**src/rtl/crate_sum_pkg.sv**
```systemverilog
package crate_sum_pkg;

    // Default geometry of a crate.
    localparam int unsigned DEF_BOARDS_PER_SIDE = 8;
    localparam int unsigned DEF_BOARD_W         = 12;
    localparam int unsigned DEF_TS_W            = 32;
    localparam int unsigned DEF_SUMS_PER_TS     = 256;
    localparam int unsigned DEF_NARROW_W        = 8;

    // Kind of word placed on the link.
    typedef enum logic {
        WORD_SUM = 1'b0,
        WORD_TS  = 1'b1
    } word_kind_e;

    // Clamp a value to the largest number representable in w bits.
    function automatic logic [31:0] clamp_to_width(input logic [31:0] v,
                                                   input int unsigned w);
        logic [31:0] top;
        top = (32'd1 << w) - 32'd1;
        return (v > top) ? top : v;
    endfunction

endpackage

```
**src/rtl/cs_adder_tree.sv**
```systemverilog
module cs_adder_tree #(
    parameter int unsigned N_IN  = 16,
    parameter int unsigned IN_W  = 12,
    parameter int unsigned OUT_W = IN_W + $clog2(N_IN)
) (
    input  logic                  clk,
    input  logic                  rst,
    input  logic [N_IN*IN_W-1:0]  leaves,
    output logic [OUT_W-1:0]      total
);
    // Heap layout: node i (1..N_IN-1) adds children 2i and 2i+1.
    // Children at index >= N_IN are the input leaves. Slot s of the
    // heap vector holds heap index s+1.
    localparam int unsigned N_NODE = N_IN - 1;

    logic [N_IN*OUT_W-1:0]        leaf_ext;
    logic [N_NODE*OUT_W-1:0]      node_q;
    logic [(N_NODE+N_IN)*OUT_W-1:0] heap;

    always_comb begin
        for (int g = 0; g < N_IN; g++) begin
            leaf_ext[g*OUT_W +: OUT_W] = OUT_W'(leaves[g*IN_W +: IN_W]);
        end
    end

    assign heap = {leaf_ext, node_q};

    always_ff @(posedge clk) begin
        if (rst) begin
            node_q <= '0;
        end else begin
            for (int i = 1; i <= N_NODE; i++) begin
                node_q[(i-1)*OUT_W +: OUT_W] <= heap[(2*i-1)*OUT_W +: OUT_W]
                                              + heap[(2*i)*OUT_W +: OUT_W];
            end
        end
    end

    assign total = node_q[OUT_W-1:0];

endmodule

```
**src/rtl/cs_timestamp.sv**
```systemverilog
module cs_timestamp #(
    parameter int unsigned TS_W = 32
) (
    input  logic            clk,
    input  logic            rst,
    input  logic            t0_sync,
    output logic [TS_W-1:0] ts
);
    always_ff @(posedge clk) begin
        if (rst || t0_sync) begin
            ts <= '0;
        end else begin
            ts <= ts + TS_W'(1);
        end
    end
endmodule

```
**src/rtl/cs_link_former.sv**
```systemverilog
module cs_link_former
    import crate_sum_pkg::*;
#(
    parameter int unsigned SUM_W       = 16,
    parameter int unsigned TS_W        = 32,
    parameter int unsigned NARROW_W    = 8,
    parameter int unsigned SUMS_PER_TS = 256,
    parameter int unsigned LAT         = 4
) (
    input  logic             clk,
    input  logic             rst,
    input  logic             narrow,
    input  logic [SUM_W-1:0] sum_in,
    input  logic [TS_W-1:0]  ts_in,
    output logic [SUM_W-1:0] word,
    output logic             is_ts,
    output logic             valid
);
    localparam int unsigned SLOT_W = $clog2(SUMS_PER_TS + 1);
    localparam int unsigned FILL_W = $clog2(LAT + 1);

    logic [FILL_W-1:0] fill_q;
    logic [SLOT_W-1:0] slot_q;
    word_kind_e        kind_q;
    logic              primed;
    logic [TS_W-1:0]   label;
    logic [SUM_W-1:0]  ts_payload;
    logic [SUM_W-1:0]  sum_payload;

    assign primed = (fill_q == FILL_W'(LAT));
    // Time at which the sample now leaving the tree was taken.
    assign label  = ts_in - TS_W'(LAT);

    always_comb begin
        if (narrow) begin
            ts_payload  = SUM_W'(label[NARROW_W-1:0]);
            sum_payload = SUM_W'(clamp_to_width(32'(sum_in), NARROW_W));
        end else begin
            ts_payload  = label[SUM_W-1:0];
            sum_payload = sum_in;
        end
    end

    always_ff @(posedge clk) begin
        if (rst) begin
            fill_q <= '0;
            slot_q <= '0;
            kind_q <= WORD_SUM;
            word   <= '0;
            valid  <= 1'b0;
        end else begin
            if (!primed) begin
                fill_q <= fill_q + FILL_W'(1);
            end
            valid <= primed;
            if (primed) begin
                if (slot_q == '0) begin
                    kind_q <= WORD_TS;
                    word   <= ts_payload;
                end else begin
                    kind_q <= WORD_SUM;
                    word   <= sum_payload;
                end
                slot_q <= (slot_q == SLOT_W'(SUMS_PER_TS)) ? '0
                                                           : slot_q + SLOT_W'(1);
            end
        end
    end

    assign is_ts = (kind_q == WORD_TS);

endmodule

```
**src/rtl/crate_summer.sv**
```systemverilog
module crate_summer
    import crate_sum_pkg::*;
#(
    parameter int unsigned BOARDS_PER_SIDE = DEF_BOARDS_PER_SIDE,
    parameter int unsigned BOARD_W         = DEF_BOARD_W,
    parameter int unsigned TS_W            = DEF_TS_W,
    parameter int unsigned SUMS_PER_TS     = DEF_SUMS_PER_TS,
    parameter int unsigned NARROW_W        = DEF_NARROW_W,
    localparam int unsigned N_BOARDS       = 2 * BOARDS_PER_SIDE,
    localparam int unsigned TREE_DEPTH     = $clog2(N_BOARDS),
    localparam int unsigned SUM_W          = BOARD_W + TREE_DEPTH,
    localparam int unsigned SIDE_W         = BOARDS_PER_SIDE * BOARD_W
) (
    input  logic              clk,
    input  logic              rst,
    input  logic              t0_sync,
    input  logic              narrow_mode,
    input  logic [SIDE_W-1:0] left_sums,
    input  logic [SIDE_W-1:0] right_sums,
    output logic [SUM_W-1:0]  link_word,
    output logic              link_is_ts,
    output logic              link_valid
);
    logic [SUM_W-1:0] crate_total;
    logic [TS_W-1:0]  ts_now;

    cs_adder_tree #(
        .N_IN  (N_BOARDS),
        .IN_W  (BOARD_W),
        .OUT_W (SUM_W)
    ) u_tree (
        .clk    (clk),
        .rst    (rst),
        .leaves ({right_sums, left_sums}),
        .total  (crate_total)
    );

    cs_timestamp #(
        .TS_W (TS_W)
    ) u_ts (
        .clk     (clk),
        .rst     (rst),
        .t0_sync (t0_sync),
        .ts      (ts_now)
    );

    cs_link_former #(
        .SUM_W       (SUM_W),
        .TS_W        (TS_W),
        .NARROW_W    (NARROW_W),
        .SUMS_PER_TS (SUMS_PER_TS),
        .LAT         (TREE_DEPTH)
    ) u_fmt (
        .clk    (clk),
        .rst    (rst),
        .narrow (narrow_mode),
        .sum_in (crate_total),
        .ts_in  (ts_now),
        .word   (link_word),
        .is_ts  (link_is_ts),
        .valid  (link_valid)
    );

endmodule

```
**config.mk**
```make
export PLATFORM = sky130hd
export DESIGN_NAME = crate_summer
export DESIGN_NICKNAME = d
export VERILOG_FILES = /design/src/rtl/crate_sum_pkg.sv /design/src/rtl/cs_adder_tree.sv /design/src/rtl/cs_timestamp.sv /design/src/rtl/cs_link_former.sv /design/src/rtl/crate_summer.sv
export SDC_FILE = /design/constraint.sdc
export NUM_CORES = 1
export LEC_CHECK = 0
export BUFFER_PORTS_ARGS = -buffer_cell sky130_fd_sc_hd__buf_2
export CAP_MARGIN = 25
export CORE_ASPECT_RATIO = 1.2
export CORE_UTILIZATION = 30
export DETAILED_ROUTE_END_ITERATION = 16
export GPL_ROUTABILITY_DRIVEN = 0
export HOLD_SLACK_MARGIN = 0.08
export PLACE_DENSITY = 0.57
export SYNTH_ARGS = -nofsm -noshare
export SYNTH_HDL_FRONTEND = slang
export SYNTH_SLANG_ARGS = --single-unit
```
**constraint.sdc**
```tcl
create_clock -name clk -period 4.9 [get_ports clk]
set_clock_uncertainty 0.15 [all_clocks]
set_input_delay 0.735 -clock clk [delete_from_list [all_inputs] [get_ports clk]]
set_output_delay 0.735 -clock clk [all_outputs]
set_load 0.1 [all_outputs]
```
==> results.md <==
* Most frequent cell after synthesis: dfxtp_1
* Clock Sinks at 252
* Ys async rst share at 0%
* # Max-Cap Violations at 0
* Status: finished clean
* Root buf cell: clkbuf_16
* Fin Hold WS at 298.6 ps
* Synth top area share at 33.27%
* Synth top area cells: dfxtp_1 (33%), ha_1 (16%), nor2_1 (5.9%)
* TritonRoute pass-1 iters at 5
* Die area at 51450 µm²
* Die W at 207.2 µm
* Worst R2R End: u_tree.node_q[45]
* Post-Syn Nets at 2125
* Sw frac at 31.07%
* Number of antenna violations at the first check in global routing at 1
* Count of different cell masters after synthesis at 67
* Resized Gates After CTS at 0
* TritonCTS clock tree: done
* Number of diodes at 0
* # rows at 89
* Avg WL per Cell at 13.48 µm
* Worst r2r src: u_tree.node_q[83]
* Final number of setup-violating endpoints at 0
* Gr usage total at 13.24%
* Worst setup SP type: input port
* Critical path class: in -> reg
* DRT iter0 DRCs at 500
* CP Capture Point: u_tree.node_q[204]
* CTS Buf Count at 29
* Hold crit path type: reg -> reg
* Crit end category: register
* CORE AREA at 49550 µm²
* Post-Syn Instances at 1716
* Total wire length at 34.78 mm
* CTS Buffer Depth at 3
* Grt total ovfl at 0
* Global-route wire length before repair at 57.15 mm
* Final-report hold violation count at 0
* DRC viols at 0
* Vias in the first global route at 12340
* CP Launch Point: right_sums[24]
* RSZ-0062 raised after global routing: false
* Area Overhead vs Synth at 17.91%
* Ys flop type: dfxtp_1
* Skew-Pair Late Insertion Delay at 580 ps
* Layout cells sized above 1 at 15.18%
* Dpl hpwl at 27.23 mm
* FF-to-FF path depth at 6
* Worst R2R Setup Slack at 2020 ps
* Sequential share of power at 38.0%
* PwrDens at 367.1 nW/µm²
* Internal at 4.525 mW
* Synth top cells by count: dfxtp_1 (252), nor2_1 (238), ha_1 (198), a21oi_1 (123), o21ai_0 (93)
* Initial core utilization at 30.60%
* Synth Register Bits at 252
* CTS H-tree depth at 1
* Crit path required time at 5200 ps
* CP max FO at 2
* Final min period at 2918 ps
* Fin util at 36.08%
* Detail Route Antenna Nets at 0
* Worst Path Arrival at 3210 ps
* Nets at 2332
* FMAX at 0.3427 GHz
* Hold-fix buffers, CTS at 0
* Clock power share at 33.4%
* Seq/Total Area, Yosys at 33.27%
* Die H at 248.3 µm
* Synthesized area at 15160 µm²
* Largest net degree at the start of global routing at 113
* Post-CTS Setup Repair Bufs at 0
* Max Slew Vio Count at 0
* Leak at 8.174 nW
* Syn avg cell area at 8.836 µm²
* I/O Pins at 214
* DR vias at 12590
* Setup_tns at 0 ps
* Yosys warning count at 0
* Clk slew on worst S/H paths at 60 ps
* Worst slew pin tran at 949.8 ps
* Psw at 2.039 mW
* Relative slew slack at 35.04%
* Gate power share at 28.6%
* Max VDD drop at 0.0002750 V
* Final period utilization at 59.55%
* DR vias/cell at 4.881
* PnR Total Power at 6.564 mW
* Cell taking the most area after synthesis: dfxtp_1
* I/O Buffers at 213
* EDFF count, synth at 0
[state kept, by name, indices dropped and copies added, names as in the netlist]
signal / cells
u_tree.node_q: 206
u_fmt.word: 16
u_fmt.slot_q: 9
u_fmt.valid: 1
u_ts.ts: 16
u_fmt.fill_q: 3
u_fmt.is_ts: 1
[worst min path at each step]
| stage | depth (start not counted) | start | end |
|---|---|---|---|
| 2_1_floorplan | 1 | u_ts.ts[0] | u_ts.ts[0] |
| 3_3_place_gp | 1 | u_ts.ts[0] | u_ts.ts[0] |
| 6_report | 2 | u_fmt.word[7] | u_fmt.word[7] |
| 3_5_place_dp | 2 | u_fmt.word[0] | u_fmt.word[0] |
| 4_1_cts | 2 | u_fmt.word[0] | u_fmt.word[0] |
| 5_1_grt | 3 | left_sums[84] | u_tree.node_q[160] |
[final cells by class]
| cell class | count | area, µm² |
|---|---|---|
| Clock buffer | 44 | 842.1 |
| Clock inverter | 7 | 128.9 |
| Fill cell | 5076 | 31670 |
| Inverter | 46 | 172.7 |
| Multi-Input combinational cell | 1377 | 9779 |
| Sequential cell | 252 | 5045 |
| Tap cell | 637 | 797.0 |
| Timing Repair Buffer | 217 | 1115 |
[worst max-delay path: stages]
cell       delay (ps)
buf_2             100
ha_1              210
fa_1              400
a21oi_1           270
o21ai_0           160
a2111oi_0         840
o31ai_1           220
a21oi_1           190
o2bb2ai_1          80
[routing by layer]
metal  GRT usage, %  up-vias  wire [µm]
li1               -     6543          -
met1          15.61     5800      15560
met2          24.53      196      17150
met3          1.841       54       1147
met4          4.543        0        926
met5              0        -          0
[cells by family (layout without fill, tap and decap cells)]
family,count (synthesis),count (layout),synth area share (%)
AOI/OAI and AO/OA,449,449,19.28
xor gates and xnor gates,135,135,7.798
adders and majority gates,213,213,18.32
buffers and inverters,87,314,2.236
DFF,252,252,33.27
muxes,18,18,1.328
and+or+nand+nor,562,562,17.77
[placed cells by master (no fill, tap or decap), types with 20 or more instances in the layout]
cell type	synthesis	final
buf_2	3	212
nor3_1	47	47
o21a_1	25	25
nand3_1	21	21
o21ai_0	93	93
inv_1	46	46
xnor2_1	72	72
nand2_1	79	79
nor2b_1	60	60
and2_1	20	20
nor2_1	238	238
dfxtp_1	252	252
a21o_1	56	56
clkbuf_16	0	29
a21oi_1	123	123
nand2b_1	21	21
ha_1	198	198
a211oi_1	29	29
xor2_1	63	63
[power by group through the flow]
stage / logic (mW) / clock network, mW / registers (mW)
floorplan: 1.41 / 0 / 2.51
finish: 1.88 / 2.19 / 2.49
detailed placement: 1.87 / 0 / 2.55
global placement: 1.85 / 0 / 2.55
CTS: 1.89 / 2.28 / 2.50
global route: 2.13 / 2.37 / 2.52
[per-stage QoR]
stage | std cells | cell area (µm²) | setup slack (ps)
6_report | 2580 | 17880 | 1982
3_5_place_dp | 2529 | 16910 | 1495
5_1_grt | 2580 | 17880 | 1794
2_1_floorplan | 1716 | 15160 | 2164
3_3_place_gp | 2528 | 16900 | 1473
4_1_cts | 2580 | 17880 | 2024
Note: power is estimated with default switching activity, not from simulation.
